[src/rtl/ndec_pkg.sv]
`timescale 1ns/1ps
package ndec_pkg;

    typedef enum logic [2:0] {
        ST_IDLE,
        ST_PULL,
        ST_GATE,
        ST_C1_FIRST,
        ST_C1_SECOND,
        ST_C1_RAW,
        ST_C2_RAW,
        ST_DONE
    } ndec_state_e;

endpackage

[src/rtl/ndec_out_slot.sv]
`timescale 1ns/1ps
module ndec_out_slot #(
    parameter int W = 1
) (
    input  logic         clk,
    input  logic         rst_n,
    input  logic         load_i,
    input  logic [W-1:0] din_i,
    input  logic         ready_i,
    output logic         valid_o,
    output logic [W-1:0] dout_o,
    output logic         free_o
);

    typedef struct packed {
        logic         v;
        logic [W-1:0] d;
    } slot_t;

    slot_t slot_d, slot_q;

    always_comb begin
        slot_d = slot_q;
        if (slot_q.v && ready_i) begin
            slot_d.v = 1'b0;
        end
        if (load_i) begin
            slot_d.v = 1'b1;
            slot_d.d = din_i;
        end
    end

    always_ff @(posedge clk or negedge rst_n) begin
        if (!rst_n) begin
            slot_q <= '0;
        end else begin
            slot_q <= slot_d;
        end
    end

    assign valid_o = slot_q.v;
    assign dout_o  = slot_q.d;
    assign free_o  = !slot_q.v || ready_i;


    hold_stable_chk: assert property (@(posedge clk) disable iff (!rst_n)
        (valid_o && !ready_i) |=> (valid_o && $stable(dout_o)));


    no_overflow_chk: assert property (@(posedge clk) disable iff (!rst_n)
        load_i |-> (!valid_o || ready_i));

endmodule

[src/rtl/ndec_ctrl.sv]
`timescale 1ns/1ps
module ndec_ctrl
    import ndec_pkg::*;
#(
    parameter int NODE_W   = 11,
    parameter int CNT_W    = 16,
    parameter int GND_NODE = 558,
    parameter int VCC_NODE = 657
) (
    input  logic              clk,
    input  logic              rst_n,
    input  logic              start_i,
    input  logic              pull_en_i,
    input  logic [CNT_W-1:0]  node_count_i,
    input  logic [CNT_W-1:0]  rec_count_i,
    input  logic              bit_valid_i,
    input  logic              bit_i,
    output logic              bit_ready_o,
    input  logic              pu_free_i,
    input  logic              rec_free_i,
    output logic              pu_load_o,
    output logic              pu_bit_o,
    output logic              rec_load_o,
    output logic [NODE_W-1:0] rec_gate_o,
    output logic [NODE_W-1:0] rec_c1_o,
    output logic [NODE_W-1:0] rec_c2_o,
    output logic              done_o
);

    localparam int                BW       = $clog2(NODE_W);
    localparam logic [BW-1:0]     LAST_BIT = BW'(NODE_W - 1);
    localparam logic [NODE_W-1:0] GND_C    = NODE_W'(GND_NODE);
    localparam logic [NODE_W-1:0] VCC_C    = NODE_W'(VCC_NODE);
    localparam logic [CNT_W-1:0]  ONE_CNT  = CNT_W'(1);

    typedef struct packed {
        ndec_state_e       st;
        logic [NODE_W-1:0] gate;
        logic [NODE_W-1:0] c1;
        logic [NODE_W-1:0] c2;
        logic [BW-1:0]     bcnt;
        logic [CNT_W-1:0]  cnt;
        logic [CNT_W-1:0]  nlim;
        logic [CNT_W-1:0]  rlim;
    } ctrl_t;

    ctrl_t             ctl_d, ctl_q;
    logic              rdy;
    logic              take;
    logic [NODE_W-1:0] c1_shift;
    logic [NODE_W-1:0] c2_shift;
    logic [CNT_W-1:0]  cnt_inc;

    assign c1_shift = {ctl_q.c1[NODE_W-2:0], bit_i};
    assign c2_shift = {ctl_q.c2[NODE_W-2:0], bit_i};
    assign cnt_inc  = ctl_q.cnt + ONE_CNT;

    always_comb begin
        ctl_d      = ctl_q;
        rdy        = 1'b0;
        pu_load_o  = 1'b0;
        rec_load_o = 1'b0;

        case (ctl_q.st)
            ST_PULL:                                   rdy = pu_free_i;
            ST_GATE, ST_C1_FIRST, ST_C1_SECOND, ST_C1_RAW: rdy = 1'b1;
            ST_C2_RAW:                                 rdy = (ctl_q.bcnt != '0) || rec_free_i;
            default:                                   rdy = 1'b0;
        endcase
        if (start_i) begin
            rdy = 1'b0;
        end
        take = bit_valid_i && rdy;

        if (start_i) begin
            ctl_d.gate = '1;
            ctl_d.cnt  = '0;
            ctl_d.bcnt = '0;
            ctl_d.nlim = node_count_i;
            ctl_d.rlim = rec_count_i;
            if (pull_en_i && (node_count_i != '0)) begin
                ctl_d.st = ST_PULL;
            end else if (rec_count_i != '0) begin
                ctl_d.st = ST_GATE;
            end else begin
                ctl_d.st = ST_DONE;
            end
        end else if (take) begin
            case (ctl_q.st)
                ST_PULL: begin
                    pu_load_o = 1'b1;
                    if (cnt_inc == ctl_q.nlim) begin
                        ctl_d.cnt = '0;
                        ctl_d.st  = (ctl_q.rlim == '0) ? ST_DONE : ST_GATE;
                    end else begin
                        ctl_d.cnt = cnt_inc;
                    end
                end
                ST_GATE: begin
                    ctl_d.gate = ctl_q.gate + {{(NODE_W-1){1'b0}}, bit_i};
                    ctl_d.st   = ST_C1_FIRST;
                end
                ST_C1_FIRST: begin
                    if (bit_i) begin
                        ctl_d.c1   = GND_C;
                        ctl_d.bcnt = LAST_BIT;
                        ctl_d.st   = ST_C2_RAW;
                    end else begin
                        ctl_d.st   = ST_C1_SECOND;
                    end
                end
                ST_C1_SECOND: begin
                    ctl_d.bcnt = LAST_BIT;
                    if (bit_i) begin
                        ctl_d.c1 = VCC_C;
                        ctl_d.st = ST_C2_RAW;
                    end else begin
                        ctl_d.st = ST_C1_RAW;
                    end
                end
                ST_C1_RAW: begin
                    ctl_d.c1 = c1_shift;
                    if (ctl_q.bcnt == '0) begin
                        ctl_d.bcnt = LAST_BIT;
                        ctl_d.st   = ST_C2_RAW;
                    end else begin
                        ctl_d.bcnt = ctl_q.bcnt - BW'(1);
                    end
                end
                ST_C2_RAW: begin
                    ctl_d.c2 = c2_shift;
                    if (ctl_q.bcnt == '0) begin
                        rec_load_o = 1'b1;
                        ctl_d.cnt  = cnt_inc;
                        ctl_d.st   = (cnt_inc == ctl_q.rlim) ? ST_DONE : ST_GATE;
                    end else begin
                        ctl_d.bcnt = ctl_q.bcnt - BW'(1);
                    end
                end
                default: ctl_d = ctl_q;
            endcase
        end
    end

    always_ff @(posedge clk or negedge rst_n) begin
        if (!rst_n) begin
            ctl_q      <= '0;
            ctl_q.st   <= ST_IDLE;
            ctl_q.gate <= '1;
        end else begin
            ctl_q <= ctl_d;
        end
    end

    assign bit_ready_o = rdy;
    assign pu_bit_o    = bit_i;
    assign rec_gate_o  = ctl_q.gate;
    assign rec_c1_o    = ctl_q.c1;
    assign rec_c2_o    = c2_shift;
    assign done_o      = (ctl_q.st == ST_DONE);

    logic [NODE_W-1:0] last_gate_q;
    logic              have_last_q;

    always_ff @(posedge clk or negedge rst_n) begin
        if (!rst_n) begin
            last_gate_q <= '0;
            have_last_q <= 1'b0;
        end else if (start_i) begin
            have_last_q <= 1'b0;
        end else if (rec_load_o) begin
            last_gate_q <= rec_gate_o;
            have_last_q <= 1'b1;
        end
    end


    gate_step_chk: assert property (@(posedge clk) disable iff (!rst_n)
        (rec_load_o && have_last_q) |->
            ((rec_gate_o == last_gate_q) || (rec_gate_o == last_gate_q + NODE_W'(1))));


    done_stall_chk: assert property (@(posedge clk) disable iff (!rst_n)
        done_o |-> !bit_ready_o);


    done_entry_chk: assert property (@(posedge clk) disable iff (!rst_n)
        $rose(done_o) |-> ($past(rec_load_o) || $past(pu_load_o) || $past(start_i)));

endmodule

[src/rtl/netlist_rec_decoder.sv]
`timescale 1ns/1ps
module netlist_rec_decoder #(
    parameter int NODE_W   = 11,
    parameter int CNT_W    = 16,
    parameter int GND_NODE = 558,
    parameter int VCC_NODE = 657
) (
    input  logic              clk,
    input  logic              rst_n,
    input  logic              start,
    input  logic              pull_en,
    input  logic [CNT_W-1:0]  node_count,
    input  logic [CNT_W-1:0]  rec_count,
    input  logic              bit_valid,
    input  logic              bit_data,
    output logic              bit_ready,
    output logic              pu_valid,
    output logic              pu_bit,
    input  logic              pu_ready,
    output logic              rec_valid,
    output logic [NODE_W-1:0] rec_gate,
    output logic [NODE_W-1:0] rec_c1,
    output logic [NODE_W-1:0] rec_c2,
    input  logic              rec_ready,
    output logic              done
);

    localparam int REC_W = 3 * NODE_W;

    logic              pu_free, rec_free, pu_load, rec_load, pu_in;
    logic [NODE_W-1:0] g_w, c1_w, c2_w;
    logic [REC_W-1:0]  rec_out;

    ndec_ctrl #(
        .NODE_W  (NODE_W),
        .CNT_W   (CNT_W),
        .GND_NODE(GND_NODE),
        .VCC_NODE(VCC_NODE)
    ) u_ctrl (
        .clk         (clk),
        .rst_n       (rst_n),
        .start_i     (start),
        .pull_en_i   (pull_en),
        .node_count_i(node_count),
        .rec_count_i (rec_count),
        .bit_valid_i (bit_valid),
        .bit_i       (bit_data),
        .bit_ready_o (bit_ready),
        .pu_free_i   (pu_free),
        .rec_free_i  (rec_free),
        .pu_load_o   (pu_load),
        .pu_bit_o    (pu_in),
        .rec_load_o  (rec_load),
        .rec_gate_o  (g_w),
        .rec_c1_o    (c1_w),
        .rec_c2_o    (c2_w),
        .done_o      (done)
    );

    ndec_out_slot #(.W(1)) u_pu_slot (
        .clk    (clk),
        .rst_n  (rst_n),
        .load_i (pu_load),
        .din_i  (pu_in),
        .ready_i(pu_ready),
        .valid_o(pu_valid),
        .dout_o (pu_bit),
        .free_o (pu_free)
    );

    ndec_out_slot #(.W(REC_W)) u_rec_slot (
        .clk    (clk),
        .rst_n  (rst_n),
        .load_i (rec_load),
        .din_i  ({g_w, c1_w, c2_w}),
        .ready_i(rec_ready),
        .valid_o(rec_valid),
        .dout_o (rec_out),
        .free_o (rec_free)
    );

    assign rec_gate = rec_out[REC_W-1 -: NODE_W];
    assign rec_c1   = rec_out[2*NODE_W-1 -: NODE_W];
    assign rec_c2   = rec_out[NODE_W-1:0];

endmodule

[config.mk]
export PLATFORM = sky130hd
export DESIGN_NAME = netlist_rec_decoder
export DESIGN_NICKNAME = d
export VERILOG_FILES = /design/src/rtl/ndec_pkg.sv /design/src/rtl/ndec_out_slot.sv /design/src/rtl/ndec_ctrl.sv /design/src/rtl/netlist_rec_decoder.sv
export SDC_FILE = /design/constraint.sdc
export NUM_CORES = 1
export LEC_CHECK = 0
export ABC_AREA = 1
export BUFFER_PORTS_ARGS = -buffer_cell sky130_fd_sc_hd__buf_2
export CAP_MARGIN = 20
export CORE_MARGIN = 3
export CORE_UTILIZATION = 40
export CTS_CLUSTER_SIZE = 10
export DETAILED_ROUTE_END_ITERATION = 10
export PLACE_DENSITY_LB_ADDON = 0.15
export SYNTH_ARGS = -nofsm -noshare
export SYNTH_HDL_FRONTEND = slang
export SYNTH_SLANG_ARGS = --single-unit
[constraint.sdc]
create_clock -name clk -period 2.7 [get_ports clk]
set_input_delay 0.27 -clock clk [delete_from_list [all_inputs] [get_ports clk]]
set_output_delay 0.27 -clock clk [all_outputs]
set_load 0.005 [all_outputs]
==> results of run 1 <==
final timing paths:
check / startpoint / to / slack (ns) / cells past startpoint
hold / removal: node_count[0] / u_ctrl.ctl_q[16]$_DFFE_PN0P_ / 0.07 / 3
min in group asynchronous: rst_n / u_rec_slot.dout_o[7]$_DFFE_PN0P_ / 0.40 / 2
setup / recovery: u_ctrl.ctl_q[32]$_DFFE_PN0P_ / u_ctrl.ctl_q[41]$_DFFE_PN0P_ / 0.30 / 13
setup reg to reg: u_ctrl.ctl_q[32]$_DFFE_PN0P_ / u_ctrl.ctl_q[41]$_DFFE_PN0P_ / 0.30 / 13
hold reg to reg: u_rec_slot.dout_o[5]$_DFFE_PN0P_ / u_rec_slot.dout_o[5]$_DFFE_PN0P_ / 0.47 / 2
max in group asynchronous: rst_n / u_ctrl.rec_gate_o[1]$_DFFE_PN1P_ / 1.59 / 3
final cells by class:
class / count / area [sq um] / area share
Clock buffer: 20 / 456.7 / 0.05941
Clock inverter: 12 / 170.2 / 0.02214
Sequential cell: 123 / 3092 / 0.4022
Timing Repair Buffer: 92 / 528.0 / 0.06868
Multi-Input combinational cell: 578 / 2778 / 0.3613
Tap cell: 211 / 264.0 / 0.03434
Inverter: 106 / 399.1 / 0.05192
power by group:
| part | switching [mW] | internal (mW) |
|---|---|---|
| Sequential | 0.132 | 2.06 |
| Clock | 0.814 | 1.59 |
| Combinational | 0.580 | 0.307 |
| Total | 1.53 | 3.95 |
cells in the mapped netlist (5+ instances only):
cell type,n
o211ai_1,5
nand2_2,6
dfstp_2,11
inv_1,103
buf_6,5
buf_2,5
o21ai_0,93
dfrtp_1,112
nand3_2,14
nor4_1,13
o21ai_1,12
clkbuf_1,13
nor2_1,45
nand2_1,272
nand4_1,11
nand3_1,57
a21oi_1,7
flip-flops by register name, summed over array words and instances, names as in the netlist:
register,count
u_ctrl.ctl_q,55
u_ctrl.rec_c1_o,11
u_ctrl.rec_c2_o,10
u_ctrl.rec_gate_o,11
u_pu_slot.dout_o,1
u_pu_slot.valid_o,1
u_rec_slot.dout_o,33
u_rec_slot.valid_o,1
tightest hold or removal path: cells and delay by family:
kind          cells  cell delay, ns
simple gates      2            0.10
buf+inv           1            0.09
routing by layer:
| metal | wire, um | global-route usage |
|---|---|---|
| met1 | 7754 | 0.2661 |
| met2 | 6969 | 0.2805 |
| met3 | 635 | 0.03612 |
| met4 | 191 | 0.05543 |
| met5 | 0 | 0 |
cell families (layout without fill, tap and decap cells):
group / count (synthesis) / count (layout) / synth area share
fa+ha+maj: 4 / 4 / 0.007813
compound gates: 127 / 127 / 0.1049
flops: 123 / 123 / 0.4826
mux: 1 / 1 / 0.001758
buf+inv: 131 / 230 / 0.08457
xor+xnor: 7 / 7 / 0.01074
simple gates: 439 / 439 / 0.3076
what timing repair did:
item                       4_1_cts  5_1_grt
setup endpoints to repair        0        1
hold buffers                     1        0
hold endpoints to repair        33        0
gates resized for setup          0        1
==> results.cfg, run 1 <==
[final_layout]
syn_to_final_growth_pct = 20.00
postLayoutCoreUtil = 0.4983
fillers = 1554
nets = 962
layout_common_cells = 271 x nand2_1, 112 x dfrtp_1, 103 x inv_1
fin_area_sq_mm = 0.007687
layout_commonest_cell = nand2_1
drive_gt1_frac = 0.1847
antennaDiodeCount = 0
final_cells = 1142

[grt]
grt_max_degree = 73
grt_usage = 0.1839
gr-total-overflow = 0
grt_pass1_wl_mm = 26.10
antenna_found_initial = 0
grt_pass1_vias = 5274

[critical_path]
cp_common_cell = nand2_1
worst-path-buf-inv = 1
cp.arrival_ns = 2.70
cp_data_required_time_ns = 3.00
max_stage_delay_ns = 0.46
start_kind = flop
worst-path-max-fanout = 10
critPathTopFamily = simple AND/OR/NAND/NOR gates
end_kind = flop
critPathSlowestCell = dfrtp_1
crit_chain = ha_1 > nand3_2 > nor2_1 > nand3_1 > nand2_1 > nand2_1 > nand2_1 > nand4_1 > nor2_2 > nand3_2 > buf_4 > nand3b_1 > nand2_1
crit_type = reg2reg

[synthesis]
yosysSeqAreaShare = 0.4826
netlist_area_sq_mm = 0.006406
synth_enable_flop_cells = 0
synthFlopType = dfrtp_1
syn_nets = 876
avgSynthCellArea_sq_um = 7.700
yosys.area.top_type = dfrtp_1
synth.ff_latch_count = 123
synth.area.top_cells = dfrtp_1 44%, nand2_1 16%, o21ai_0 7.3%
yosysWarnings = 0
async_reset_ff_frac = 1.000
synthCells = 832
yosysUniqueCellTypes = 42
synth_top_area_share = 0.4375

[power_and_ir_drop]
p_per_area_mw_per_mm2 = 712.3
power.total_mw = 5.475
vdd_drop_max_uv = 440.3
p_leak_nw = 3.933

[sta]
clock_skew_ns = 0.008281
finalSetupViolCount = 0
finalHoldViolCount = 0
timing.fmax_mhz = 416.0
fin_crit_sh = 0.8903
worst_hold_slack_ns = 0.06782
fin_ws_ns = 0.2961
tns_ns = 0
relSlewSlack = 0.5493
drv_slew = 0
rsz0062_at_grt = no
finalCriticalPeriod_ns = 2.404
worstMarginPinSlew_ns = 0.6699

[floorplanning]
die_w_um = 132.6
core-area_sq_mm = 0.01543
rows = 45
die_area_sq_mm = 0.01757
ios = 78
die_h_um = 132.6
initial_core_util = 0.4152

[placed_design]
dpl_worst_slack_ns = 0.2666
postPlaceCellArea_sq_mm = 0.007048
post-dp-hpwl_mm = 11.67
gp_congestion = 0.8187
port-buffer-count = 77
dp_cells = 1109

[run]
cap_violations = 0

[clocking]
numCtsBuffers = 17
clk_latency_ns = 0.42
cts.clk_slew.worst_paths_ns = 0.06
cts_sinks = 123
clockRootBuffer = clkbuf_16
cts_buffer_depth = 2
cts_setup_buffers = 0
htree_levels = 4
cts_tree = yes

[detailed_routing]
drtIter0Drc = 303
detail-route-antenna-nets = 0
num_vias = 5509
routedWlPerCell_um = 13.62
firstDrtPassIters = 5
drcViolationCount = 0
drt_wl_total_mm = 15.55
via_per_inst = 4.824

[min_path]
worstHoldPathType = in2reg

[run_status]
status = complete, no violations
(Power assumes the default switching activity.)
==> run 2: changes to the inputs <==
- PLACE_DENSITY_LB_ADDON: 0.15 -> not set
==> results.cfg, run 2 (synthesized netlist as in run 1, its figures left out) <==
[critical_path]
cp.arrival_ns = 2.76
r2r-start = u_ctrl.ctl_q[32]$_DFFE_PN0P_
worst-path-buf-inv = 3
max_stage_delay_ns = 0.45
critPathTopFamily = simple AND/OR/NAND/NOR gates
crit_type = reg2reg
end_kind = flop
start_kind = flop
worst-path-max-fanout = 11
crit_start = u_ctrl.ctl_q[32]$_DFFE_PN0P_
critPathSlowestCell = dfrtp_1
crit_chain = ha_1 > nand2_1 > nor2_1 > inv_1 > nand2_1 > inv_1 > nor2_1 > nor3_1 > nand3_1 > nor2_1 > nand3_2 > buf_4 > nand3_1 > nand2_1
cp_data_required_time_ns = 3.01

[detailed_routing]
via_per_inst = 4.873
routedWlPerCell_um = 13.74
firstDrtPassIters = 5
drcViolationCount = 0
num_vias = 5555
drtIter0Drc = 385
detail-route-antenna-nets = 0
drt_wl_total_mm = 15.66

[placed_design]
post-dp-hpwl_mm = 11.52
port-buffer-count = 77
gp_congestion = 0.8641
dp_cells = 1107

[clocking]
clk_latency_ns = 0.43
cts.clk_slew.worst_paths_ns = 0.06
cts_tree = yes
clockRootBuffer = clkbuf_16
cts_sinks = 123
cts_setup_buffers = 0
cts_buffer_depth = 2
htree_levels = 4
numCtsBuffers = 17
cts_resized = 0

[floorplanning]
die_h_um = 132.6
rows = 45
die_area_sq_mm = 0.01757
die_w_um = 132.6
ios = 78
core-area_sq_mm = 0.01543
initial_core_util = 0.4152

[grt]
grt_pass1_wl_mm = 26.37
gr-total-overflow = 0
grt_usage = 0.1876
grt_max_degree = 72
grt_pass1_vias = 5201
antenna_found_initial = 0

[power_and_ir_drop]
seqPwrFrac = 0.414
vdd_drop_max_uv = 484.3
p_switching_mw = 1.574
p_leak_nw = 3.883
power.share.clock = 0.421
power.internal_mw = 3.718
p_comb_frac = 0.166
p_per_area_mw_per_mm2 = 694.5
swShare = 0.2975

[sta]
drv_slew = 0
finalCriticalPeriod_ns = 2.449
finalHoldViolCount = 0
finalSetupViolCount = 0
timing.fmax_mhz = 408.3
tns_ns = 0
relSlewSlack = 0.5809
clock_skew_ns = 0.007256
worstMarginPinSlew_ns = 0.6287
rsz0062_at_grt = no
fin_crit_sh = 0.9072

[run_status]
status = complete, no violations

[final_layout]
top_register = u_ctrl.ctl_q
nets = 960
largest_reg_flops = 55
layout_common_cells = 271 x nand2_1, 112 x dfrtp_1, 103 x inv_1
layout_commonest_cell = nand2_1
antennaDiodeCount = 0
syn_to_final_growth_pct = 18.95
drive_gt1_frac = 0.1819
final_cells = 1140

[min_path]
worstHoldPathType = in2reg
hold_start = pu_ready

[run]
cap_violations = 0
-- run 2: cell count changes in the layout (fill, tap and decap cells not counted), moves of 2 or more --
cell        change
buf_4           -2
clkbuf_8        -2
clkinv_2        -2
clkinvlp_4      +4
bufinv_16       -2
-- run 2: area by class of cell --
cell class / instances / area [sq um]
multi-input combinational: 578 / 2775
timing repair buffer: 90 / 513.0
clock buffer: 18 / 429.2
tap: 211 / 264.0
fill: 1537 / 7807
clock inverter: 14 / 147.6
inverter: 106 / 399.1
sequential: 123 / 3092
-- run 2: what timing repair did --
action | 4_1_cts | 5_1_grt
setup endpoints to repair | 0 | 0
hold endpoints to repair | 33 | 0
hold buffers | 1 | 0
-- run 2: path summary, 6_finish.rpt --
check	depth (start not counted)	to	slack, ns
worst max-delay path	14	u_ctrl.ctl_q[34]$_DFFE_PN0P_	0.25
worst min-delay path	2	u_pu_slot.valid_o$_DFFE_PN0P_	0.05
worst max register to register	14	u_ctrl.ctl_q[34]$_DFFE_PN0P_	0.25
worst min register to register	2	u_rec_slot.dout_o[3]$_DFFE_PN0P_	0.48
max in group asynchronous	3	u_ctrl.ctl_q[19]$_DFFE_PN0P_	1.50
min in group asynchronous	2	u_ctrl.ctl_q[29]$_DFFE_PN0P_	0.43
-- run 2: stage by stage --
step	instance area (sq um)	power (mW)	utilization	hold slack, ns	worst slack, ns
6_report	7620	5.292	0.4939	0.04840	0.2506
4_1_cts	7620	5.342	0.4939	0.04688	0.2737
5_1_grt	7620	5.584	0.4939	0.04879	0.08253
3_5_place_dp	7033	3.104	0.4559	0.3258	0.2874
2_1_floorplan	6406	2.811	-	-0.02559	0.6912
3_3_place_gp	7033	3.086	0.4559	0.3301	0.2844
-- run 2: routing by layer --
metal / vias up / global-route usage / share of wire
met3: 25 / 0.04449 / 0.046
li1: 2864 / - / -
met5: - / 0 / 0
met2: 120 / 0.2791 / 0.44
met4: 0 / 0.05889 / 0.017
met1: 2546 / 0.2716 / 0.50
-- run 2: power by group through the flow --
stage                     Clock [mW]  Sequential (mW)  Combinational (mW)
after CTS                       2.26             2.19               0.891
after global placement             0             2.22               0.870
final                           2.23             2.19               0.877
after floorplan                    0             2.19               0.619
after global routing            2.36             2.22                1.01
after detailed placement           0             2.22               0.886
==> run 3: changes to the inputs <==
- ABC_AREA: 1 -> not set
==> results.cfg, run 3 <==
[placed_design]
post-dp-hpwl_mm = 13.39
gp_congestion = 0.9632
port-buffer-count = 77

[power_and_ir_drop]
power.total_mw = 5.282
swShare = 0.2719
p_comb_frac = 0.162
p_switching_mw = 1.436
power.internal_mw = 3.846
seqPwrFrac = 0.414
power.share.clock = 0.425
p_per_area_mw_per_mm2 = 590.3
vdd_drop_max_uv = 449.6
p_leak_nw = 4.118

[sta]
relSlewSlack = 0.5191
clock_skew_ns = 0.01064
finalCriticalPeriod_ns = 2.849
worst_hold_slack_ns = 0.08118
worstMarginPinSlew_ns = 0.7213
drv_slew = 0
finalHoldViolCount = 0
timing.fmax_mhz = 351.0
fin_crit_sh = 1.055
rsz0062_at_grt = yes
fin_ws_ns = -0.1489
finalSetupViolCount = 18

[final_layout]
layout_commonest_cell = dfrtp_1
nets = 836
antennaDiodeCount = 0
syn_to_final_growth_pct = 33.04
layout_common_cells = 106 x dfrtp_1, 90 x buf_4, 76 x mux2_2, 76 x buf_2, 41 x nand2_1
fillers = 1372
drive_gt1_frac = 0.4658
top_register = u_ctrl.ctl_q
largest_reg_flops = 55

[grt]
grt_pass1_vias = 5885
gr-total-overflow = 0
grt_pass1_wl_mm = 30.80
antenna_found_initial = 0
grt_usage = 0.2118
grt_max_degree = 124

[critical_path]
worstSetupEndpoint = u_ctrl.ctl_q[38]$_DFFE_PN0P_
timing.rr.end = u_ctrl.ctl_q[38]$_DFFE_PN0P_
cp_data_required_time_ns = 2.99
r2r-start = u_ctrl.ctl_q[32]$_DFFE_PN0P_
crit_start = u_ctrl.ctl_q[32]$_DFFE_PN0P_
start_kind = flop
worst-path-max-fanout = 5
crit_chain = ha_4 > xor2_2 > nor2_1 > or4b_4 > nor4_4 > nand4_1 > or4_4 > buf_6 > a32oi_2 > o41ai_2
crit_type = reg2reg
critPathSlowestCell = or4_4
worst-path-buf-inv = 1
end_kind = flop
reg2regPathDepth = 10
worstSetupPathDepth = 10
max_stage_delay_ns = 0.53
rrSetupSlack_ns = -0.15
critPathTopFamily = simple AND/OR/NAND/NOR gates
cp.arrival_ns = 3.14

[synthesis]
synth.area.top_cells = dfrtp_1 42%, mux2_2 13%, dfstp_2 4.3%
avgSynthCellArea_sq_um = 10.51
netlist_area_sq_mm = 0.006726
syn_nets = 684
async_reset_ff_frac = 1.000
yosysSeqAreaShare = 0.4596
yosys.area.top_type = dfrtp_1
synth_common_cells = 112 x dfrtp_1, 77 x mux2_2, 43 x nand2_1
synth_enable_flop_cells = 0
yosysWarnings = 0
synth_top_area_share = 0.4167
yosysUniqueCellTypes = 69
yosysMostFrequentCell = dfrtp_1
synth.ff_latch_count = 123
synthCells = 640
synthFlopType = dfrtp_1

[detailed_routing]
firstDrtPassIters = 5
routedWlPerCell_um = 18.66
drcViolationCount = 0
via_per_inst = 5.602
detail-route-antenna-nets = 0
num_vias = 5720
drtIter0Drc = 457
drt_wl_total_mm = 19.05

[floorplanning]
ios = 78
core-area_sq_mm = 0.01617
die_h_um = 135.7
rows = 46
die_area_sq_mm = 0.01841
die_w_um = 135.7
initial_core_util = 0.4159

[clocking]
cts.clk_slew.worst_paths_ns = 0.06
numCtsBuffers = 17
htree_levels = 4
cts_tree = yes
clk_latency_ns = 0.42
cts_buffer_depth = 2
clockRootBuffer = clkbuf_16
cts_sinks = 123

[min_path]
worstHoldPathType = in2reg

[run_status]
status = complete, but fails checks
violations = setup timing

[run]
cap_violations = 0
==> run 3: changes by cell type in the layout (fill, tap and decap cells not counted), moves of 11 or more <==
| cell | change |
|---|---|
| a21oi_1 | +14 |
| and3_1 | +18 |
| buf_4 | +79 |
| inv_1 | -88 |
| mux2_2 | +75 |
| nand2_1 | -230 |
| nand2b_1 | +14 |
| nand3_1 | -45 |
| nand3_2 | -11 |
| nor2_1 | -32 |
| nor3_1 | +11 |
| o21ai_0 | -62 |
| xnor2_1 | +15 |
==> run 3: worst min path at each step <==
stage                   from                            to  slack [ns]  cells past startpoint
2_1_floorplan          rst_n   u_ctrl.ctl_q[0]$_DFFE_PN0P_       -0.03                      0
3_3_place_gp           rst_n  u_ctrl.ctl_q[18]$_DFFE_PN0P_        0.42                      2
3_5_place_dp           rst_n  u_ctrl.ctl_q[20]$_DFFE_PN0P_        0.43                      2
4_1_cts        node_count[2]  u_ctrl.ctl_q[18]$_DFFE_PN0P_        0.06                      3
5_1_grt        node_count[2]  u_ctrl.ctl_q[18]$_DFFE_PN0P_        0.08                      3
6_report       node_count[2]  u_ctrl.ctl_q[18]$_DFFE_PN0P_        0.08                      3
==> run 3: cell type report <==
cell class                 instances  area [sq um]  share of cell area
clock buffer                      19         442.9             0.04950
clock inverter                    13         141.4             0.01580
inverter                          15         56.30            0.006292
multi-input combinational        457          3709              0.4144
sequential                       123          3099              0.3463
tap                              216         270.3             0.03020
timing repair buffer             178          1230              0.1374
==> run 3: repair_timing <==
item / CTS / global route
setup buffers: 9 / 3
endpoints found under the hold margin: 28 / 0
resized for setup: 45 / 40
pin swaps: 14 / 13
endpoints found under the setup margin: 27 / 70
hold buffers: 1 / 0
gates cloned: 0 / 1
==> run 3: per-layer routing <==
layer	routed length, um	GRT usage	vias to the layer above
met5	0	0	-
met4	422	0.07447	0
met3	887	0.03863	33
met2	9311	0.3515	170
met1	8425	0.2790	2852
li1	-	-	2665
==> run 3: cell families after synthesis <==
kind of cell	count (synthesis)	synth area share
and+or+nand+nor	203	0.1713
AOI/OAI and AO/OA	133	0.1349
DFF	123	0.4596
muxes	79	0.1319
buffers and inverters	60	0.03888
xor gates and xnor gates	37	0.05450
adders and majority gates	5	0.008929
==> run 3: power by group through the flow <==
stage,logic (mW),registers [mW],clock network (mW)
global route,0.941,2.21,2.37
floorplan,0.441,2.19,0
CTS,0.820,2.18,2.29
detailed placement,0.777,2.22,0
global placement,0.754,2.20,0
finish,0.853,2.19,2.24
==> run 3: through the flow <==
stage / cells / util / TNS (ns) / setup WS, ns / cell area [sq um]
2_1_floorplan: 640 / - / -0.04490 / -0.01191 / 6730
3_3_place_gp: 975 / 0.4868 / -2.635 / -0.1797 / 7873
3_5_place_dp: 975 / 0.4868 / -3.396 / -0.2175 / 7873
4_1_cts: 1017 / 0.5394 / -1.350 / -0.08837 / 8723
5_1_grt: 1021 / 0.5533 / -3.302 / -0.2220 / 8949
6_report: 1021 / 0.5533 / -1.711 / -0.1489 / 8949
==> run 3: worst min-delay path: stages <==
cell and delay [ns]:
buf_2 0.09, nand2_1 0.04, o21ai_0 0.06
